[src/rtl/cfgb_pkg.sv]
package cfgb_pkg;
  localparam logic [15:0] LOC_PORT  = 16'h0CF8;
  localparam logic [15:0] DATA_PORT = 16'h0CFC;
  localparam logic [31:0] LOC_KEEP  = 32'h80FF_FFFC;
  localparam logic [31:0] ALL_ONES  = 32'hFFFF_FFFF;

  typedef enum logic [1:0] {ST_IDLE, ST_REQ, ST_RSP} xfer_st_e;

  typedef struct packed {
    logic [7:0] bus;
    logic [4:0] dev;
    logic [2:0] fn;
    logic [5:0] dw;
  } cfg_loc_t;
endpackage

[src/rtl/cfgb_decode.sv]
module cfgb_decode #(
  parameter int IO_AW = 16
) (
  input  logic [IO_AW-1:0] io_addr,
  input  logic [3:0]       io_be,
  input  logic             loc_en,
  output logic             sel_loc,
  output logic             sel_cfg
);
  import cfgb_pkg::*;
  localparam logic [IO_AW-1:0] LOC_A  = IO_AW'(LOC_PORT);
  localparam logic [IO_AW-1:0] DATA_A = IO_AW'(DATA_PORT);

  logic hit_loc_exact;
  logic hit_data_dw;

  always_comb begin
    hit_loc_exact = (io_addr == LOC_A);
    hit_data_dw   = (io_addr[IO_AW-1:2] == DATA_A[IO_AW-1:2]);
    sel_loc       = hit_loc_exact && (io_be == 4'hF);
    sel_cfg       = hit_data_dw && loc_en;
  end
endmodule

[src/rtl/cfgb_loc_reg.sv]
module cfgb_loc_reg (
  input  logic        clk,
  input  logic        rst_n,
  input  logic        wr_en,
  input  logic [31:0] wr_data,
  output logic [31:0] loc_q
);
  import cfgb_pkg::*;
  logic [31:0] loc_d;

  always_comb begin
    loc_d = loc_q;
    if (wr_en) loc_d = wr_data & LOC_KEEP;
  end

  always_ff @(posedge clk or negedge rst_n) begin
    if (!rst_n)     loc_q <= '0;
    else if (wr_en) loc_q <= loc_d;
  end

  // locator changes only through a decoded full write
  p_loc_hold_r2: assert property (@(posedge clk) disable iff (!rst_n)
    !wr_en |=> $stable(loc_q));
endmodule

[src/rtl/cfgb_xfer_fsm.sv]
module cfgb_xfer_fsm #(
  parameter int TIMEOUT_CYC = 64
) (
  input  logic                clk,
  input  logic                rst_n,
  input  logic                start_local,
  input  logic [31:0]         local_rdata,
  input  logic                start_cfg,
  input  cfgb_pkg::cfg_loc_t  loc_in,
  input  logic                in_we,
  input  logic [3:0]          in_be,
  input  logic [31:0]         in_wdata,
  output logic                busy,
  output logic                cfg_req_valid,
  input  logic                cfg_req_ready,
  output logic                cfg_req_we,
  output cfgb_pkg::cfg_loc_t  cfg_req_loc,
  output logic [3:0]          cfg_req_be,
  output logic [31:0]         cfg_req_wdata,
  input  logic                cfg_rsp_valid,
  input  logic                cfg_rsp_hit,
  input  logic [31:0]         cfg_rsp_rdata,
  output logic                io_done,
  output logic [31:0]         io_rdata
);
  import cfgb_pkg::*;
  localparam int CW = $clog2(TIMEOUT_CYC + 1);
  localparam logic [CW-1:0] TO_LAST = CW'(TIMEOUT_CYC - 1);

  xfer_st_e    st_q, st_d;
  logic [CW-1:0] cnt_q, cnt_d;
  logic        done_q, done_d;
  logic [31:0] rdata_q, rdata_d;
  logic        cap_en;
  cfg_loc_t    loc_q;
  logic        we_q;
  logic [3:0]  be_q;
  logic [31:0] wdata_q;
  logic        expired;

  always_comb begin
    st_d    = st_q;
    cnt_d   = cnt_q;
    done_d  = 1'b0;
    rdata_d = rdata_q;
    cap_en  = 1'b0;
    expired = (cnt_q == TO_LAST);
    unique case (st_q)
      ST_IDLE: begin
        if (start_local) begin
          done_d  = 1'b1;
          rdata_d = local_rdata;
        end else if (start_cfg) begin
          st_d   = ST_REQ;
          cnt_d  = '0;
          cap_en = 1'b1;
        end
      end
      ST_REQ: begin
        if (expired) begin
          st_d = ST_IDLE; done_d = 1'b1; rdata_d = ALL_ONES;
        end else begin
          cnt_d = cnt_q + 1'b1;
          if (cfg_req_ready) st_d = ST_RSP;
        end
      end
      ST_RSP: begin
        if (cfg_rsp_valid) begin
          st_d    = ST_IDLE;
          done_d  = 1'b1;
          rdata_d = cfg_rsp_hit ? cfg_rsp_rdata : ALL_ONES;
        end else if (expired) begin
          st_d = ST_IDLE; done_d = 1'b1; rdata_d = ALL_ONES;
        end else begin
          cnt_d = cnt_q + 1'b1;
        end
      end
      default: st_d = ST_IDLE;
    endcase
  end

  always_ff @(posedge clk or negedge rst_n) begin
    if (!rst_n) begin
      st_q    <= ST_IDLE;
      cnt_q   <= '0;
      done_q  <= 1'b0;
      rdata_q <= '0;
    end else begin
      st_q    <= st_d;
      cnt_q   <= cnt_d;
      done_q  <= done_d;
      rdata_q <= rdata_d;
    end
  end

  always_ff @(posedge clk or negedge rst_n) begin
    if (!rst_n) begin
      loc_q   <= '0;
      we_q    <= 1'b0;
      be_q    <= '0;
      wdata_q <= '0;
    end else if (cap_en) begin
      loc_q   <= loc_in;
      we_q    <= in_we;
      be_q    <= in_be;
      wdata_q <= in_wdata;
    end
  end

  assign busy          = (st_q != ST_IDLE);
  assign cfg_req_valid = (st_q == ST_REQ);
  assign cfg_req_we    = we_q;
  assign cfg_req_loc   = loc_q;
  assign cfg_req_be    = be_q;
  assign cfg_req_wdata = wdata_q;
  assign io_done       = done_q;
  assign io_rdata      = rdata_q;

  // a pending request holds its fields until accepted or timed out
  p_req_hold_r5: assert property (@(posedge clk) disable iff (!rst_n)
    (cfg_req_valid && !cfg_req_ready && !expired) |=>
      (cfg_req_valid && $stable(cfg_req_loc) && $stable(cfg_req_be) && $stable(cfg_req_wdata)));
  // timeout counter stays inside its window
  p_cnt_bound_r9: assert property (@(posedge clk) disable iff (!rst_n)
    cnt_q <= TO_LAST);
  // completion never overlaps the wait indication
  p_done_nowait_r10: assert property (@(posedge clk) disable iff (!rst_n)
    io_done |-> !busy);
endmodule

[src/rtl/cfg_port_bridge.sv]
module cfg_port_bridge #(
  parameter int IO_AW       = 16,
  parameter int TIMEOUT_CYC = 64
) (
  input  logic             clk,
  input  logic             rst_n,
  input  logic             io_req,
  input  logic             io_we,
  input  logic [IO_AW-1:0] io_addr,
  input  logic [3:0]       io_be,
  input  logic [31:0]      io_wdata,
  output logic [31:0]      io_rdata,
  output logic             io_done,
  output logic             io_wait,
  output logic             cfg_req_valid,
  input  logic             cfg_req_ready,
  output logic             cfg_req_we,
  output logic [7:0]       cfg_req_bus,
  output logic [4:0]       cfg_req_dev,
  output logic [2:0]       cfg_req_fn,
  output logic [5:0]       cfg_req_dw,
  output logic [3:0]       cfg_req_be,
  output logic [31:0]      cfg_req_wdata,
  input  logic             cfg_rsp_valid,
  input  logic             cfg_rsp_hit,
  input  logic [31:0]      cfg_rsp_rdata
);
  import cfgb_pkg::*;

  logic [1:0]  rs_q;
  logic        rst_s_n;
  logic [31:0] loc_word;
  logic        sel_loc, sel_cfg, busy, accept;
  logic        loc_wr, start_local, start_cfg;
  logic [31:0] local_rdata;
  cfg_loc_t    loc_fields, req_loc;

  always_ff @(posedge clk or negedge rst_n) begin
    if (!rst_n) rs_q <= 2'b00;
    else        rs_q <= {rs_q[0], 1'b1};
  end
  assign rst_s_n = rs_q[1];

  cfgb_decode #(.IO_AW(IO_AW)) u_dec (
    .io_addr (io_addr),
    .io_be   (io_be),
    .loc_en  (loc_word[31]),
    .sel_loc (sel_loc),
    .sel_cfg (sel_cfg)
  );

  always_comb begin
    accept      = io_req && !busy;
    loc_wr      = accept && io_we && sel_loc;
    start_cfg   = accept && sel_cfg;
    start_local = accept && !sel_cfg;
    local_rdata = (sel_loc && !io_we) ? loc_word : ALL_ONES;
    loc_fields  = '{bus: loc_word[23:16], dev: loc_word[15:11],
                    fn:  loc_word[10:8],  dw:  loc_word[7:2]};
  end

  cfgb_loc_reg u_loc (
    .clk     (clk),
    .rst_n   (rst_s_n),
    .wr_en   (loc_wr),
    .wr_data (io_wdata),
    .loc_q   (loc_word)
  );

  cfgb_xfer_fsm #(.TIMEOUT_CYC(TIMEOUT_CYC)) u_fsm (
    .clk           (clk),
    .rst_n         (rst_s_n),
    .start_local   (start_local),
    .local_rdata   (local_rdata),
    .start_cfg     (start_cfg),
    .loc_in        (loc_fields),
    .in_we         (io_we),
    .in_be         (io_be),
    .in_wdata      (io_wdata),
    .busy          (busy),
    .cfg_req_valid (cfg_req_valid),
    .cfg_req_ready (cfg_req_ready),
    .cfg_req_we    (cfg_req_we),
    .cfg_req_loc   (req_loc),
    .cfg_req_be    (cfg_req_be),
    .cfg_req_wdata (cfg_req_wdata),
    .cfg_rsp_valid (cfg_rsp_valid),
    .cfg_rsp_hit   (cfg_rsp_hit),
    .cfg_rsp_rdata (cfg_rsp_rdata),
    .io_done       (io_done),
    .io_rdata      (io_rdata)
  );

  assign io_wait     = busy;
  assign cfg_req_bus = req_loc.bus;
  assign cfg_req_dev = req_loc.dev;
  assign cfg_req_fn  = req_loc.fn;
  assign cfg_req_dw  = req_loc.dw;

  // no request is ever issued while the locator enable is clear
  p_no_req_disabled_r4: assert property (@(posedge clk) disable iff (!rst_s_n)
    cfg_req_valid |-> loc_word[31]);
  // a locally handled cycle completes on the next cycle
  p_local_one_cycle_r11: assert property (@(posedge clk) disable iff (!rst_s_n)
    start_local |=> io_done);
endmodule

[config.mk]
export PLATFORM = sky130hd
export DESIGN_NAME = cfg_port_bridge
export DESIGN_NICKNAME = d
export VERILOG_FILES = /design/src/rtl/cfgb_pkg.sv /design/src/rtl/cfgb_decode.sv /design/src/rtl/cfgb_loc_reg.sv /design/src/rtl/cfgb_xfer_fsm.sv /design/src/rtl/cfg_port_bridge.sv
export SDC_FILE = /design/constraint.sdc
export NUM_CORES = 1
export LEC_CHECK = 0
export CAP_MARGIN = 20
export CORE_MARGIN = 2
export CORE_UTILIZATION = 39
export CTS_CLUSTER_DIAMETER = 30
export DETAILED_ROUTE_END_ITERATION = 6
export GPL_TIMING_DRIVEN = 1
export PLACE_DENSITY = 0.79
export SYNTH_ARGS = -nofsm -noshare
export SYNTH_HDL_FRONTEND = slang
export SYNTH_SLANG_ARGS = --single-unit
[constraint.sdc]
create_clock -name clk -period 5.3 [get_ports clk]
set_input_delay 0.795 -clock clk [delete_from_list [all_inputs] [get_ports clk]]
set_output_delay 0.795 -clock clk [all_outputs]
set_load 0.05 [all_outputs]
==> run metrics <==
TritonCTS clock tree done; num ports approximately 190; GP Congestion a little over 0.8; DR vias/cell between 5 and 6; DRT iter0 DRCs roughly 290; detailed placement HPWL between 10000 and 15000 um; Post-Synth XOR/XNOR Area 0%; final-report hold violation count 0; Crit Path Max Fanout 14; htree depth 4; CTS Buffer Depth 2; highest clock rate ~320 MHz; number of buffers created by CTS 17; Final Power approximately 4.4 mW; Yosys cell types between 40 and 50; worst hold slack 348 ps; Yosys top cell by area dfrtp_1; share of the synthesized area in the top cell type between 50 and 60%; clock skew just under 9 ps; First-pass DRT Iterations 6; vias in the first global route about 4900; GRT Overall Usage between 20% and 30%; first-pass GRT wire length around 25000 um; Compound-Gate Fraction of Synth Area between 10 and 15%; fin util about three fifths; Critical Path RT about 4500 ps; Max Cap Viol 0; clock-pin slew on the worst setup and hold paths around 50 ps; Synth Area in Adders about 1.3%; Port Buffer Count 184; VDD IR max around 0.30 mV; Total Wirelength approximately 15000 um; Final Worst Setup Slack roughly 2100 ps; clock latency at the later pin of the worst-skew pair 410 ps; CP max stage cell clkdlybuf4s50_1; Crit path arrival time approximately 2400 ps; full die area roughly 16000 um^2; clock period minus final worst setup slack 3150 ps; CP endpoint kind primary output; layout cells sized above 1 between 10% and 20%; final std cells w/o fill 843; largest net degree at the start of global routing 73; PD cells between 500 and 600 nW/um^2; Initial Util a little under 40%; WL/cell about 18 um; main combinational cell family by area after synthesis multiplexers; PostCTS Resize Cnt 0; Die X 125 um; Post-Syn Nets between 500 and 600; Slew @ Worst Pin between 1000 and 1500 ps; Post CTS Setup Buffer Count 0; Cell Area, Synth approximately 5700 um^2; fin crit share 59.5%; Syn. warnings 0; via count 4577; Post-synth top flop dfrtp_1; Cells after Synth 470; hold crit path type reg -> reg; Rows 44; Antenna Cells 0; final non-filler cell area approximately 8300 um^2; P&R area growth vs syn 46.9%; most area-consuming cells after synthesis dfrtp_1 55%, mux2_2 16%, nand2b_1 4.0%; hold buffers post-CTS 0; multiplexer area fraction after synthesis 16.8%; critical path type reg -> out; Commonest cells post-synth 126 x dfrtp_1, 82 x mux2_2, 36 x nand2b_1, 35 x a21oi_1, 25 x nor2_1; post-synthesis sequential area ratio 55.5%; setup_tns 0 ps; # DRC 0; nets around 750; number of clock sinks roughly 130; FF-to-FF setup slack 2390 ps; Vert. Die Dim roughly 120 um; placed cell count ~810; startpoint types flop; EDFF count, synth 0; Core Box Area 14400 um^2; DP Area ~7700 um^2; Synth Register Bits around 130; initial antenna violation count 0; leak pwr ~3.7 nW; outcome completed; Place WS roughly 2000 ps; root buf cell clkbuf_16; GRT overflow 0; asr flop ratio synth 100%; syn avg cell area about 12 um^2; most common cell in the netlist dfrtp_1; Pins Over Slew Limit 0; RSZ-0062 raised after global routing no; slew margin rel. between 30% and 40%; final setup fails 0; post-route ant nets 0; worst path cell trace inv_1, ha_1, inv_1, clkdlybuf4s50_1; CP max stage delay 740 ps; Synth Area in Simple Gates under 10%; most frequent CP cell inv_1
where the power goes:
| group | switching, mW | internal, mW | leakage [nW] | total, mW |
|---|---|---|---|---|
| registers | 0.125 | 1.12 | 1.64 | 1.25 |
| logic | 1.14 | 0.694 | 1.71 | 1.83 |
| clock network | 0.397 | 0.891 | 0.322 | 1.29 |
worst paths after layout:
path / end / cells past startpoint / from
min in group asynchronous: u_loc.loc_q[16] / 0 / rs_q[1]
max in group asynchronous: u_fsm.io_rdata[13] / 1 / rs_q[1]
worst max-delay path: io_wait / 4 / u_fsm.st_q[0]
worst max register to register: u_fsm.io_rdata[25] / 7 / u_fsm.st_q[0]
worst min-delay path: rs_q[1] / 0 / rs_q[0]
worst min register to register: rs_q[1] / 0 / rs_q[0]
cell usage in the layout (no fill, tap or decap), types with 5 or more instances in the layout:
cell type,instances
clkdlybuf4s50_1,184
nand2_1,10
o21ai_0,7
inv_1,7
o22ai_1,23
o2bb2ai_1,11
mux2_2,82
clkbuf_8,5
nand4_1,6
a21oi_1,35
buf_4,7
nand3_1,7
ha_1,6
nand2b_1,36
a22o_1,23
nor2_1,24
bufinv_16,5
clkbuf_16,17
dfrtp_1,125
flip-flops by register name, summed over array words and instances (netlist names):
name / count
u_loc.loc_q: 23
u_fsm.cfg_req_wdata: 32
u_fsm.cfg_req_we: 1
u_fsm.cnt_q: 7
u_fsm.io_rdata: 32
u_fsm.cfg_req_loc: 22
u_fsm.io_done: 1
rs_q: 2
u_fsm.st_q: 2
u_fsm.cfg_req_be: 4
final cells by class:
type,instances,area (um^2)
Fill cell,1134,6020
Sequential cell,126,3160
Multi-Input combinational cell,304,2370
Timing Repair Buffer,192,1910
Clock buffer,24,502
Tap cell,184,230
Clock inverter,6,155
Inverter,7,26.3
critical path: cells and delay by family, from the launching register on:
family	cells	cell delay (ps)
buffers and inverters	3	1030
adders and majority gates	1	510
DFF	1	410
cells by family (layout without fill, tap and decap cells):
group	Yosys count	count (layout)
buffers and inverters	40	229
flip-flops	126	126
AO/OA/AOI/OAI	113	113
other	1	1
AND/OR/NAND/NOR	99	99
multiplexers	85	85
adder cells (fa/ha/maj)	6	6
layer usage:
layer / vias up / global-route usage, % / wire [um]
li1: 2070 / - / -
met1: 2286 / 23.7 / 6200
met2: 186 / 34.0 / 7670
met3: 35 / 6.36 / 1060
met4: 0 / 8.59 / 419
met5: - / 0 / 0
(Power assumes the default switching activity.)
